## config.mk

```make
export PLATFORM = sky130hd
export DESIGN_NAME = uart_frame_tx
export DESIGN_NICKNAME = d
export VERILOG_FILES = /design/src/rtl/uft_pkg.sv /design/src/rtl/uft_frame_plan.sv /design/src/rtl/uft_tick_counter.sv /design/src/rtl/uart_frame_tx.sv
export SDC_FILE = /design/constraint.sdc
export NUM_CORES = 1
export LEC_CHECK = 0
export BUFFER_PORTS_ARGS = -buffer_cell sky130_fd_sc_hd__buf_2
export CORE_MARGIN = 1.5
export CORE_UTILIZATION = 55
export CTS_BUF_LIST = sky130_fd_sc_hd__clkbuf_4 sky130_fd_sc_hd__clkbuf_8 sky130_fd_sc_hd__clkbuf_16
export DETAILED_ROUTE_END_ITERATION = 10
export PLACE_DENSITY = 0.75
export SYNTH_ARGS = -nofsm -noshare
export SYNTH_HDL_FRONTEND = slang
export SYNTH_HIERARCHICAL = 1
export SYNTH_SLANG_ARGS = --single-unit
export TNS_END_PERCENT = 20
```

## constraint.sdc

```tcl
create_clock -name clk -period 4.8 [get_ports clk]
set_input_delay 0.48 -clock clk [delete_from_list [all_inputs] [get_ports clk]]
set_output_delay 0.48 -clock clk [all_outputs]
set_load 0.02 [all_outputs]
```

## src/rtl/uft_pkg.sv

```systemverilog
package uft_pkg;

    localparam int MAX_W = 8;
    localparam int MIN_W = 5;

    typedef enum logic [2:0] {
        ST_IDLE,
        ST_START,
        ST_DATA,
        ST_PARITY,
        ST_STOP
    } tx_state_e;

    // field order matches line_ctl[4:0]
    typedef struct packed {
        logic       par_even;
        logic       par_en;
        logic       stop_sel;
        logic [1:0] wlen;
    } line_cfg_t;

    function automatic line_cfg_t to_cfg(input logic [4:0] raw);
        return line_cfg_t'(raw);
    endfunction

    // parity over the active character bits only
    function automatic logic frame_parity(input logic [MAX_W-1:0] data,
                                          input line_cfg_t cfg);
        logic acc;
        acc = 1'b0;
        for (int i = 0; i < MAX_W; i++) begin
            if (i < MIN_W + int'(cfg.wlen)) acc = acc ^ data[i];
        end
        return cfg.par_even ? acc : ~acc;
    endfunction

endpackage

```

## src/rtl/uft_frame_plan.sv

```systemverilog
module uft_frame_plan #(
    parameter int OVS = 16,
    parameter int CW  = 6,
    parameter int BW  = 4
) (
    input  logic [1:0]    wlen,
    input  logic          stop_sel,
    output logic [BW-1:0] n_bits,
    output logic [CW-1:0] stop_ticks
);
    import uft_pkg::*;

    localparam int ONE_STOP  = OVS;
    localparam int HALF_STOP = OVS + OVS / 2;
    localparam int TWO_STOP  = 2 * OVS;

    always_comb begin
        n_bits = BW'(MIN_W) + BW'(wlen);
        if (!stop_sel) begin
            stop_ticks = CW'(ONE_STOP);
        end else if (wlen == 2'b00) begin
            stop_ticks = CW'(HALF_STOP);
        end else begin
            stop_ticks = CW'(TWO_STOP);
        end
    end

endmodule

```

## src/rtl/uft_tick_counter.sv

```systemverilog
module uft_tick_counter #(
    parameter int CW = 6
) (
    input  logic          clk,
    input  logic          rst_n,
    input  logic          clear,
    input  logic          tick,
    input  logic [CW-1:0] limit,
    output logic          last
);
    logic [CW-1:0] cnt_d, cnt_q;

    always_comb begin
        last  = tick && (cnt_q == limit - CW'(1));
        cnt_d = cnt_q;
        if (clear) begin
            cnt_d = '0;
        end else if (tick) begin
            cnt_d = last ? '0 : cnt_q + CW'(1);
        end
    end

    always_ff @(posedge clk or negedge rst_n) begin
        if (!rst_n) cnt_q <= '0;
        else        cnt_q <= cnt_d;
    end

endmodule

```

## src/rtl/uart_frame_tx.sv

```systemverilog
module uart_frame_tx #(
    parameter int OVS = 16
) (
    input  logic       clk,
    input  logic       rst_n,
    input  logic       tick16,
    input  logic [4:0] line_ctl,
    input  logic       in_valid,
    input  logic [7:0] in_data,
    output logic       in_ready,
    output logic       txd,
    output logic       idle
);
    import uft_pkg::*;

    localparam int CW = $clog2(2 * OVS + 1);
    localparam int BW = $clog2(MAX_W + 1);

    typedef struct packed {
        tx_state_e        state;
        logic [MAX_W-1:0] shreg;
        logic [BW-1:0]    bitcnt;
        line_cfg_t        cfg;
        logic             par;
    } tx_regs_t;

    localparam tx_regs_t REGS_RST = '{
        state:  ST_IDLE,
        shreg:  '0,
        bitcnt: '0,
        cfg:    '0,
        par:    1'b0
    };

    tx_regs_t      r_d, r_q;
    logic [BW-1:0] n_bits;
    logic [CW-1:0] stop_ticks;
    logic [CW-1:0] limit;
    logic          cnt_clear;
    logic          bit_last;

    uft_frame_plan #(.OVS(OVS), .CW(CW), .BW(BW)) u_plan (
        .wlen       (r_q.cfg.wlen),
        .stop_sel   (r_q.cfg.stop_sel),
        .n_bits     (n_bits),
        .stop_ticks (stop_ticks)
    );

    uft_tick_counter #(.CW(CW)) u_cnt (
        .clk   (clk),
        .rst_n (rst_n),
        .clear (cnt_clear),
        .tick  (tick16),
        .limit (limit),
        .last  (bit_last)
    );

    always_comb begin
        r_d       = r_q;
        cnt_clear = (r_q.state == ST_IDLE);
        limit     = (r_q.state == ST_STOP) ? stop_ticks : CW'(OVS);

        unique case (r_q.state)
            ST_IDLE: begin
                if (in_valid) begin
                    r_d.state  = ST_START;
                    r_d.shreg  = in_data;
                    r_d.bitcnt = '0;
                    r_d.cfg    = to_cfg(line_ctl);
                    r_d.par    = frame_parity(in_data, to_cfg(line_ctl));
                end
            end
            ST_START: begin
                if (bit_last) r_d.state = ST_DATA;
            end
            ST_DATA: begin
                if (bit_last) begin
                    r_d.shreg  = r_q.shreg >> 1;
                    r_d.bitcnt = r_q.bitcnt + BW'(1);
                    if (r_q.bitcnt == n_bits - BW'(1)) begin
                        r_d.state = r_q.cfg.par_en ? ST_PARITY : ST_STOP;
                    end
                end
            end
            ST_PARITY: begin
                if (bit_last) r_d.state = ST_STOP;
            end
            ST_STOP: begin
                if (bit_last) r_d.state = ST_IDLE;
            end
            default: r_d = REGS_RST;
        endcase
    end

    always_ff @(posedge clk or negedge rst_n) begin
        if (!rst_n) r_q <= REGS_RST;
        else        r_q <= r_d;
    end

    always_comb begin
        in_ready = (r_q.state == ST_IDLE);
        idle     = (r_q.state == ST_IDLE);
        unique case (r_q.state)
            ST_START:  txd = 1'b0;
            ST_DATA:   txd = r_q.shreg[0];
            ST_PARITY: txd = r_q.par;
            default:   txd = 1'b1;
        endcase
    end

endmodule

```

## After elaboration in Yosys (flattened, before gate mapping)

Cells that the tools add are included.

| storage, ports and cells | value |
|---|---|
| bits in registers | 26 |
| bits of input ports | 17 |
| word-level logic and storage cells | 95 |

| cells by class | value |
|---|---|
| add/subtract/negate cells | 6 |
| order comparisons | 8 |
| equal/unequal tests | 12 |
| multiplexer cells | 42 |
| bitwise logic cells | 10 |
| reduce and logical (&&, ||, !) cells | 9 |

Operators with widths:

| kind | count |
|---|---|
| < comparator 4 x 32 -> 1 bit (first input constant) | 3 |
| < comparator 3 x 32 -> 1 bit (first input constant) | 2 |
| two-way mux 6 bit | 6 |
| case mux 12 bit (3 select lines) | 1 |
| < comparator 1 x 32 -> 1 bit (first input constant) | 1 |
| < comparator 2 x 32 -> 1 bit (first input constant) | 1 |
| two-way mux 1 bit | 25 |
| two-way mux 21 bit | 1 |
| two-way mux 15 bit | 1 |
| two-way mux 3 bit | 5 |
| case mux 3 bit (5 select lines) | 1 |
| inequality test 2 bit (second input constant) | 6 |
| case mux 5 bit (2 select lines) | 1 |
| adder 3 x 2 -> 4 bit (first input constant) | 2 |
| XOR 1 bit | 7 |
| adder 6 x 1 -> 6 bit (second input constant) | 1 |
| == test 3 x 2 -> 1 bit (second input constant) | 2 |
| == test 6 bit | 1 |
| AND reduction 6 bit | 1 |
| subtractor 6 x 1 -> 6 bit (second input constant) | 1 |
| adder 4 x 1 -> 4 bit (second input constant) | 1 |
| == test 4 bit | 1 |
| < comparator 3 x 4 -> 1 bit (first input constant) | 1 |
| OR reduction 4 bit | 1 |
| other kinds (12) | 14 |

## Longest topological paths before layout

Gate-level depths: netlist of run 1.

| depth | value |
|---|---|
| word-level depth | 37 |
| gate-level depth with buffers | 14 |
| gate-level depth less buffers | 13 |

## Hierarchy

Netlist of run 1, hierarchy kept.

Modules (own cells, without submodules):

| module | times used | cells each | area each (um^2) | sequential area each (um^2) |
|---|---|---|---|---|
| uart_frame_tx | 1 | 138 | 1,312.5 | 500.5 |
| uft_tick_counter | 1 | 55 | 470.5 | 150.1 |
| uft_frame_plan | 1 | 13 | 97.6 | 0.0 |

## Least setup slack after synthesis of run 1

OpenSTA, ideal clock, no wires.

| path | value |
|---|---|
| kind | reg2reg |
| start | register r_q[18] in the netlist's numbering |
| end | register r_q[18] in the netlist's numbering |
| arrival time | 3.003 ns |
| setup slack | 1.672 ns |
| stages on the path, launching flop included | 11 |
| buffers on the path | 1 |
| period minus slack after synthesis | 3.128 ns |
| cell sequence | dfrtp_1 > buf_6 > or2_2 > or3_1 > xor2_1 > a311o_1 > a211oi_4 > o211ai_2 > a2111oi_4 > nor2_2 > mux2_4 |

| between the ends | value |
|---|---|
| cells in the longest elaborated chain, start to end | 7 |
| elaborated cells between the ends (all ways) | 17 |

Ends and longest elaborated chain:

| element | line | source |
|---|---|---|
| start, declared | uart_frame_tx.sv:35 | `tx_regs_t r_d, r_q;` |
| start signal, assigned | uart_frame_tx.sv:97 | `else r_q <= r_d;` |
| == test 3 bit (*) | uart_frame_tx.sv:61 | `limit = (r_q.state == ST_STOP) ? stop_ticks : CW'(OVS);` |
| two-way mux 6 bit (*) | uart_frame_tx.sv:61 |  |
| net limit[4] | uart_frame_tx.sv:38 | `logic [CW-1:0] limit;` |
| subtractor 6 x 1 -> 6 bit (*) | uft_tick_counter.sv:14 | `last = tick && (cnt_q == limit - CW'(1));` |
| == test 6 bit (*) | uft_tick_counter.sv:14 |  |
| logical AND 1 bit (*) | uft_tick_counter.sv:14 |  |
| net bit_last | uart_frame_tx.sv:40 | `logic bit_last;` |
| inequality test 2 bit (no line) | - |  |
| AND reduction 6 bit (no line) (*) | - |  |

The timed path passes the listed nets; every way through them passes the cells marked *.
A chain may end at the register's enable or synchronous reset.

## Worst setup path in the final report of run 1

| path | value |
|---|---|
| start | register r_q[19] in the netlist's numbering |
| end | register r_q[18] in the netlist's numbering |

The elaborated chain is that of the path after synthesis.

==> results of run 1 <==
[registers in the layout (all words and copies together), names as in the netlist]
name,cells
u_cnt/cnt_q,6
r_q,20
[area by class of cell]
type	count	area (sq um)	area share
Multi-Input combinational cell	158	1116	0.5534
Sequential cell	26	650.6	0.3226
Timing Repair Buffer	19	95.09	0.04715
Tap cell	46	57.56	0.02854
Inverter	12	45.04	0.02233
Clock inverter	1	30.03	0.01489
Clock buffer	3	22.52	0.01117
[how the worst min path moves through the flow]
stage	slack (ps)	endpoint	depth (start not counted)	from
after floorplan	180	r_q[0]	0	rst_n
after global placement	460	r_q[12]	2	r_q[12]
after detailed placement	480	r_q[10]	2	r_q[10]
after CTS	150	u_cnt/cnt_q[2]	1	rst_n
after global routing	170	u_cnt/cnt_q[0]	1	rst_n
final	130	r_q[0]	1	rst_n
[report_power, final]
group | total, mW | leakage, nW | internal, mW | switching (mW)
clock network | 0.150 | 0.0279 | 0.0844 | 0.0652
registers | 0.336 | 0.343 | 0.278 | 0.0580
logic | 0.316 | 0.530 | 0.133 | 0.183
total | 0.801 | 0.901 | 0.495 | 0.306
[through the flow]
| stage | hold WS (ps) | setup slack [ps] |
|---|---|---|
| finish | 134.9 | 1214 |
| global route | 173.3 | 992.6 |
| CTS | 152.5 | 1228 |
| detailed placement | 476.9 | 1246 |
| global placement | 459.4 | 1307 |
| floorplan | 184.4 | 1672 |
[critical path: cells and delay by family, from the launching register on]
| kind | cells | cell delay (ps) |
|---|---|---|
| AO/OA/AOI/OAI | 4 | 1500 |
| flip-flops | 1 | 650 |
| multiplexers | 1 | 300 |
| AND/OR/NAND/NOR | 4 | 1040 |
[cells by family (layout without fill, tap and decap cells)]
group	Yosys count	in the layout
xor gates and xnor gates	23	23
buffers and inverters	24	35
muxes	9	9
adders and majority gates	7	7
AOI/OAI and AO/OA	41	41
other	1	3
DFF	26	26
and+or+nand+nor	75	75
[layout by cell type, fill, tap and decap left out, types with 2 or more instances in the layout]
master    instances
dfrtp_1          26
nand2_1          23
buf_2            19
xnor2_1          14
nor2_1           13
inv_1            12
and3_1            9
nand2b_1          8
mux2i_1           8
xor2_1            8
o31ai_1           7
ha_1              7
o21ai_0           6
a21oi_1           5
a22o_1            4
nor4_1            4
nor3_1            3
o21ai_1           3
nand4_1           3
clkbuf_4          3
nand3_1           3
conb_1            3
a31oi_1           2
o32ai_1           2
o22ai_1           2
nand3b_1          2
[layer usage]
layer | track usage | vias to the layer above | part of all wire | routed length [um]
met5 | 0 | - | 0 | 0
met4 | 0.06383 | 0 | 0.0087 | 31
met3 | 0.02731 | 4 | 0.034 | 119
met2 | 0.3693 | 31 | 0.50 | 1770
met1 | 0.2722 | 695 | 0.46 | 1626
li1 | - | 739 | - | -
==> impl_metrics.toml, run 1 <==
[outcome]
outcome = "finished, final reports clean"

[global_routing]
grt_pass1_vias = 1328
grt_usage = 0.2108
antenna_found_initial = 0
grt.overflow.total = 0
grt_max_degree = 27
grt_pass1_wl_um = 5913

[clock_tree]
cts_setup_buffers = 0
cts_tree = "built"
holdBufCountCts = 0
root_buffer = "clkbuf_4"
cts.reportedPaths.clkPinSlew_ps = 150
cts_buffers = 3
cts_sinks = 26
htree_num_levels = 1
cts_resized = 0
cts_buffer_depth = 2
clk_latency_ps = 320

[finish]
drive_above_1_share = 0.1598
design_area_sq_um = 2017
final_cell_count_no_fill = 265
syn2layout_area_growth_pct = 7.252
fillers = 318
antenna_cells = 0
nNetsFinal = 244
final_core_util = 0.6092

[floorplanning]
core_area_sq_um = 3311
die_w_um = 61.48
die_area_sq_um = 3779
num_rows = 21
die_height_um = 61.48
start_util = 0.5680
io_pins = 20

[timing]
hold_viol_final = 0
tns_ps = 0
clock_skew_ps = 10.74
slew_headroom = 0.5355
max_freq_mhz = 278.8
tightest_slew_ps = 694.1
setup_viol = 0
min_period_ps = 3586
grt_setup_unrepaired = "no"
finalCritPeriodShare = 0.7471
drv_slew = 0

[yosys]
ys_seq_elements = 26
yosys.area_share.simple = 0.2016
yosysTopAreaCellShare = 0.3460
synthTopCellsByCount = "dfrtp_1 (26), nand2_1 (23), xnor2_1 (14), nor2_1 (13), inv_1 (12)"
synth_flop_cell = "dfrtp_1"
yosysMostFrequentCell = "dfrtp_1"
synth_area_per_cell_sq_um = 9.129
synth_edf_count = 0
syn_inst = 206
ys_async_sr_fraction = 1.000
synth_area_leaders = "dfrtp_1 (35%), xnor2_1 (6.5%), ha_1 (4.7%)"
synth_xor_area_frac = 0.1111
yosys-mux-area-fraction = 0.05057
synth-compound-area-share = 0.1776
synth_top_family_by_area = "simple AND/OR/NAND/NOR gates"
yosys.area_share.adder = 0.04657
yosysUniqueCellTypes = 47
ys_seq_area_frac = 0.3460
yosysWarnings = 6
syn_area_sq_um = 1881
synth_top_area_cell = "dfrtp_1"

[setup_path]
arrival_ps = 3810
timing.reg2reg.setup_slack_ps = 1210
cpMaxStageDelayCell = "dfrtp_1"
critPathKind = "reg2reg"
cp.required_ps = 5030
path_cells = "nor2_1 > and3_1 > nand3b_1 > a311o_1 > a211oi_4 > o211ai_2 > a2111oi_4 > nor2_2 > mux2_4"
critPathLaunchType = "flop"
critPathMaxStageDelay_ps = 650
end_kind = "flop"
critPathLaunch = "r_q[19]"
crit_fanout = 18
crit_end = "r_q[18]"
r2r_end = "r_q[18]"
r2r_start = "r_q[19]"
reg2reg_depth = 9

[run]
drv_cap = 0

[route]
ant_nets = 0
vias_per_cell = 5.543
drc = 0
drtIter0Drc = 78
drt_first_pass_iters = 4
routed_wirelength_um = 3548
vias = 1469
wire_per_inst_um = 13.39

[pwr]
power_density_nw_per_um2 = 397.4
max-vdd-ir-drop_mv = 0.2067
leakage_nw = 0.9007
power_mw = 0.8014

[place]
dpl_cell_area_sq_um = 1964
placedCellCount = 261
io_buffer_count = 19
place_congestion = 0.7865
dp_hpwl_um = 2629

[worst_hold_path]
hp-class = "in2async"
(Power assumes the default switching activity.)
==> run 2, diff against run 1 <==
Settings changed: ABC_AREA from default to 1.
Clock period 4.8 ns to 3.3 ns, I/O delays scaled along.
==> run 2 against run 1 <==
  * Via count rose by 29%
  * Synthesized area rose by 12%
  * Global-route usage grew 0.78 points
  * Critical endpoint is now r_q[19]
  * Total power up 110%
  * Worst setup slack lost 440 ps
  * Register-to-register slack got worse by 440 ps
  * Largest cell class unchanged
  * Highest routed layer unchanged
  * Design area is 13% higher
  * Die area up 11%
  * Largest power group is now combinational logic
  * Non-clock buffer count unchanged
==> impl_metrics.toml, run 2 <==
[finish]
regMostFlops = "r_q"
drive_above_1_share = 0.1534
nNetsFinal = 364
final_cell_count_no_fill = 387
design_area_sq_um = 2278
regArea_sq_um = 650.6
largest_reg_flops = 20
multi_input_area_sq_um = 1196
layout_commonest_cell = "nand2_1"
antenna_cells = 0
reg_top3 = "r_q: 20 flops, u_cnt/cnt_q: 6 flops"
syn2layout_area_growth_pct = 8.136
final_cell_mix = "nand2_1 (108), inv_1 (49), nand3_1 (31)"
fillers = 358

[global_routing]
grt_pass1_vias = 1737
antenna_found_initial = 0
met3_usage = 0.02604
grt.overflow.total = 0
grt_max_degree = 27
met2_usage = 0.3789
busiest_layer = "met2"
grt_use_met1 = 0.2922
grt_usage = 0.2187
grt_pass1_wl_um = 7307

[setup_path]
r2r_start = "r_q[1]"
crit_fanout = 7
arrival_ps = 2700
timing.reg2reg.setup_slack_ps = 770
end_kind = "flop"
r2r_end = "r_q[19]"
reg2reg_depth = 19
critPathKind = "reg2reg"
cp.required_ps = 3480
critPathLaunchType = "flop"

[clock_tree]
cts.reportedPaths.clkPinSlew_ps = 90
root_buffer = "clkbuf_8"
cts_resized = 0
cts_sinks = 26
cts_buffers = 3
cts_buffer_depth = 2
holdBufCountCts = 0
cts_setup_buffers = 0
clk_latency_ps = 280
cts_tree = "built"
htree_num_levels = 1

[pwr]
power_density_nw_per_um2 = 722.0
p_switching_mw = 0.7973
seqPwrFrac = 0.316
p_comb_frac = 0.558
clkPwrFrac = 0.127
swShare = 0.4847
max-vdd-ir-drop_mv = 0.3563
leakage_nw = 1.250
power.internal_mw = 0.8477
power_mw = 1.645

[route]
wire_per_inst_um = 10.56
routed_wirelength_um = 4086
drtIter0Drc = 106
drc = 0
ant_nets = 0
vias_per_cell = 4.907
drt_first_pass_iters = 4
vias = 1899

[timing]
setup_viol = 0
hold_viol_final = 0
tns_ps = 0
max_freq_mhz = 395.7
slew_headroom = 0.6155
finalCritPeriodShare = 0.7657
drv_slew = 0
tightest_slew_ps = 576.7
min_period_ps = 2527
clock_skew_ps = 11.01
grt_setup_unrepaired = "no"

[yosys]
yosysMostFrequentCell = "nand2_1"
synth_area_per_cell_sq_um = 6.584
synth_top_area_cell = "dfrtp_1"
syn_area_sq_um = 2107
syn_inst = 320
yosysWarnings = 6
synth_edf_count = 0
ys_async_sr_fraction = 1.000
yosysTopAreaCellShare = 0.3088
ys_seq_elements = 26
synthTopCellsByCount = "nand2_1 (108), inv_1 (49), nand3_1 (31), dfrtp_1 (26), nor2_1 (23)"
synth_area_leaders = "dfrtp_1 (31%), nand2_1 (19%), inv_1 (8.7%)"
ys_seq_area_frac = 0.3088
synth_flop_cell = "dfrtp_1"
yosysUniqueCellTypes = 34

[floorplanning]
start_util = 0.5755
die_area_sq_um = 4211
die_height_um = 64.90
die_w_um = 64.90
num_rows = 22
io_pins = 20
core_area_sq_um = 3661

[place]
io_buffer_count = 19
dpl_cell_area_sq_um = 2223
placedCellCount = 383
place_congestion = 0.8642
dp_hpwl_um = 3212

[run]
drv_cap = 0

[worst_hold_path]
hp-class = "in2async"

[outcome]
outcome = "finished, final reports clean"
## run 2: changes by cell type after synthesis, moves of 5 or more
cell	before	now
xnor2_1	14	4
inv_1	12	49
nor2_1	13	23
inv_2	0	9
nand2b_1	8	0
nand3_1	3	31
o31ai_1	7	0
xor2_1	8	3
o21ai_1	3	8
o21ai_0	6	11
mux2i_1	8	0
nand2_1	23	108
and3_1	9	0
## run 2: worst max path at each step
stage | from | cells after the start | to | slack [ps]
finish | r_q[1] | 19 | r_q[19] | 770
CTS | r_q[1] | 19 | r_q[19] | 760
global placement | r_q[1] | 19 | r_q[18] | 870
detailed placement | r_q[1] | 19 | r_q[19] | 770
floorplan | r_q[1] | 19 | r_q[20] | 1000
global route | r_q[1] | 20 | r_q[18] | 500
## run 2: kinds of logic after synthesis
| group | Yosys count | share of synthesized area |
|---|---|---|
| other | 1 | 0.001780 |
| AOI/OAI and AO/OA | 32 | 0.08908 |
| DFF | 26 | 0.3088 |
| xor gates and xnor gates | 7 | 0.02910 |
| buffers and inverters | 65 | 0.1271 |
| and+or+nand+nor | 182 | 0.4026 |
| adders and majority gates | 7 | 0.04157 |
## run 2: cell type report
cell class                      count  area share
Multi-Input combinational cell    231      0.5250
Sequential cell                    26      0.2856
Inverter                           59     0.09720
Timing Repair Buffer               19     0.04174
Tap cell                           48     0.02636
Clock buffer                        4     0.02416
## run 2: power by group through the flow
stage	registers (mW)	clock network (mW)	logic [mW]
after detailed placement	0.526	0	0.915
after CTS	0.519	0.215	0.918
after global routing	0.537	0.222	1.05
after global placement	0.522	0	0.900
after floorplan	0.502	0	0.766
final	0.519	0.208	0.917
## run 2: through the flow
stage	setup WS (ps)	hold slack, ps	util
after floorplan	1002	34.41	-
after global placement	867.2	360.3	0.6073
after detailed placement	769.4	363.0	0.6073
after CTS	758.3	56.86	0.6224
after global routing	502.7	90.96	0.6224
final	773.1	36.27	0.6224
## run 2: layer usage
| metal | vias up | wire [um] |
|---|---|---|
| li1 | 1015 | - |
| met1 | 848 | 2012 |
| met2 | 33 | 1897 |
| met3 | 3 | 151 |
| met4 | 0 | 23 |
| met5 | - | 0 |
## run 2: worst max-delay path, stage by stage, from the launching register on
cell	delay, ps
dfrtp_1	400
inv_1	100
ha_1	240
inv_1	60
nand2_1	40
or2_2	320
nand2_1	100
nand2_1	50
nand2_1	70
nand2_2	70
nor2_4	90
nand3_4	130
inv_2	100
inv_1	50
a21oi_1	110
nand2_1	60
nor2_1	120
nand4_1	150
nand3_1	100
nand2_1	60
==> run 3, diff against run 2 <==
Settings changed: CORE_UTILIZATION 55 to 54, PLACE_DENSITY 0.75 to 0.77.
Clock period 3.3 ns to 2.2 ns, I/O delays scaled along.
==> run 3 against run 2 <==
  * The run now ends with negative setup slack left
  * Flip-flop and latch count is the same
  * Worst hold slack improved by 100 ps
  * Register-to-register slack worse by 810 ps
  * Non-clock buffer count rose by 18
  * Routed wire length grew 5.8%
  * Critical path type unchanged
  * Highest routed layer unchanged
==> impl_metrics.toml, run 3 (synthesis results as in run 2) <==
[outcome]
outcome = "finished with violations"
failed_checks = "negative setup slack"

[pwr]
power_density_nw_per_um2 = 1116
power_mw = 2.775
leakage_nw = 1.344
max-vdd-ir-drop_mv = 0.6258

[global_routing]
grt_usage = 0.2236
grt.overflow.total = 0
antenna_found_initial = 0
grt_max_degree = 27
grt_pass1_vias = 1767
grt_pass1_wl_um = 7493

[finish]
drive_above_1_share = 0.2297
antenna_cells = 0
layout_commonest_cell = "nand2_1"
final_core_util = 0.6690
largest_reg_flops = 20
nNetsFinal = 382
fillers = 342
final_cell_mix = "nand2_1 (105), inv_1 (45), nand3_1 (29)"
syn2layout_area_growth_pct = 17.99
regMostFlops = "r_q"
reg_top3 = "r_q: 20 flops, u_cnt/cnt_q: 6 flops"

[timing]
fin_ws_ps = -41.57
tightest_slew_ps = 589.8
max_freq_mhz = 446.1
hold_viol_final = 0
setup_viol = 3
grt_setup_unrepaired = "yes"
finalCritPeriodShare = 1.019
min_period_ps = 2242
slew_headroom = 0.6068
clock_skew_ps = 11.30
drv_slew = 0

[worst_hold_path]
hold_depth = 3
hp-class = "in2reg"
min_from = "line_ctl[3]"
worstHoldEndpoint = "r_q[4]"

[clock_tree]
cts_sinks = 26
clk_latency_ps = 280
root_buffer = "clkbuf_8"
cts_tree = "built"
cts_buffers = 3
cts_buffer_depth = 2
htree_num_levels = 1
cts.reportedPaths.clkPinSlew_ps = 100

[route]
drtIter0Drc = 97
vias_per_cell = 4.877
wire_per_inst_um = 10.67
vias = 1975
routed_wirelength_um = 4321
drc = 0
ant_nets = 0
drt_first_pass_iters = 4

[setup_path]
crit_fanout = 4
critPathKind = "reg2reg"
critPathLaunchType = "flop"
r2r_end = "r_q[20]"
reg2reg_depth = 19
cp_common_cell = "nand2_1"
r2r_start = "r_q[1]"
cpMaxStageDelayCell = "dfrtp_1"
path_cells = "inv_2 > ha_4 > inv_2 > nand2_2 > or2_4 > nor2_1 > nor2_1 > nand2_1 > nand2_2 > nor2_4 > nand3_4 > inv_4 > inv_4 > a21oi_2 > nand2_1 > nor2_2 > nand4_1 > nand3_1 > nand2_1"
timing.reg2reg.setup_slack_ps = -40
cp.required_ps = 2380
end_kind = "flop"
critPathMaxStageDelay_ps = 380
arrival_ps = 2420

[place]
place_congestion = 0.8632
io_buffer_count = 19
dp_hpwl_um = 3347

[floorplanning]
core_area_sq_um = 3716
num_rows = 22
die_area_sq_um = 4286
die_w_um = 65.47
die_height_um = 65.47
io_pins = 20
start_util = 0.5670

[run]
drv_cap = 0
-- run 3: changes by cell type in the layout (fill, tap and decap cells not counted), moves of 2 or more --
cell     previous run  this run
nand3_2             1         3
buf_4               0        17
nor2_1             23        21
nand2_2             3         6
inv_4               0         3
nand2_1           108       105
inv_1              49        45
nand3_1            31        29
-- run 3: cell type report --
type / instances / area (sq um) / share of cell area
inverter: 59 / 229.0 / 0.09210
clock buffer: 3 / 41.29 / 0.01661
multi-input combinational: 231 / 1242 / 0.4997
sequential: 26 / 650.6 / 0.2617
clock inverter: 1 / 30.03 / 0.01208
tap: 48 / 60.06 / 0.02416
timing repair buffer: 37 / 232.7 / 0.09361
-- run 3: repair_timing --
item	in CTS	in global routing
hold buffers	1	0
gates resized for setup	7	8
setup buffers	3	3
pin swaps	13	15
setup endpoints to repair	5	15
endpoints found under the hold margin	26	0
gates cloned	0	0
-- run 3: worst max-delay path by stage --
| stage | startpoint | to | slack, ps | cells past startpoint |
|---|---|---|---|---|
| global placement | r_q[1] | r_q[18] | -30 | 19 |
| global route | r_q[2] | r_q[20] | -240 | 19 |
| finish | r_q[1] | r_q[20] | -40 | 19 |
| floorplan | r_q[1] | r_q[20] | 0.4 | 19 |
| detailed placement | r_q[1] | r_q[20] | -110 | 19 |
| CTS | r_q[1] | r_q[20] | 1 | 19 |
-- run 3: metrics by stage --
stage	hold WS [ps]	TNS (ps)	std cells	setup WS, ps	instance area (sq um)
3_5_place_dp	257.5	-303.3	394	-110.5	2313
4_1_cts	135.8	0	402	1.114	2439
6_report	137.2	-113.9	405	-41.57	2486
3_3_place_gp	262.3	-92.05	394	-32.41	2313
5_1_grt	137.8	-1280	405	-243.4	2486
2_1_floorplan	-75.59	0	322	0.4432	2122
-- run 3: critical path: cells and delay by family (launching register included) --
family	cells	cell delay, ps
and+or+nand+nor	13	1270
DFF	1	380
buffers and inverters	4	220
adders and majority gates	1	170
AOI/OAI and AO/OA	1	80
-- run 3: metal layers --
| metal | share of wire | up-vias | GRT usage |
|---|---|---|---|
| met1 | 0.47 | 878 | 0.2979 |
| met2 | 0.49 | 37 | 0.3801 |
| li1 | - | 1058 | - |
| met5 | 0 | - | 0 |
| met3 | 0.038 | 2 | 0.03596 |
| met4 | 0.0058 | 0 | 0.05469 |
-- run 3: power breakdown --
group | internal, mW | leakage [nW] | total (mW) | switching, mW
clock | 0.244 | 0.0357 | 0.400 | 0.156
sequential | 0.633 | 0.345 | 0.760 | 0.127
combinational | 0.616 | 0.964 | 1.62 | 0.999
total | 1.49 | 1.34 | 2.78 | 1.28
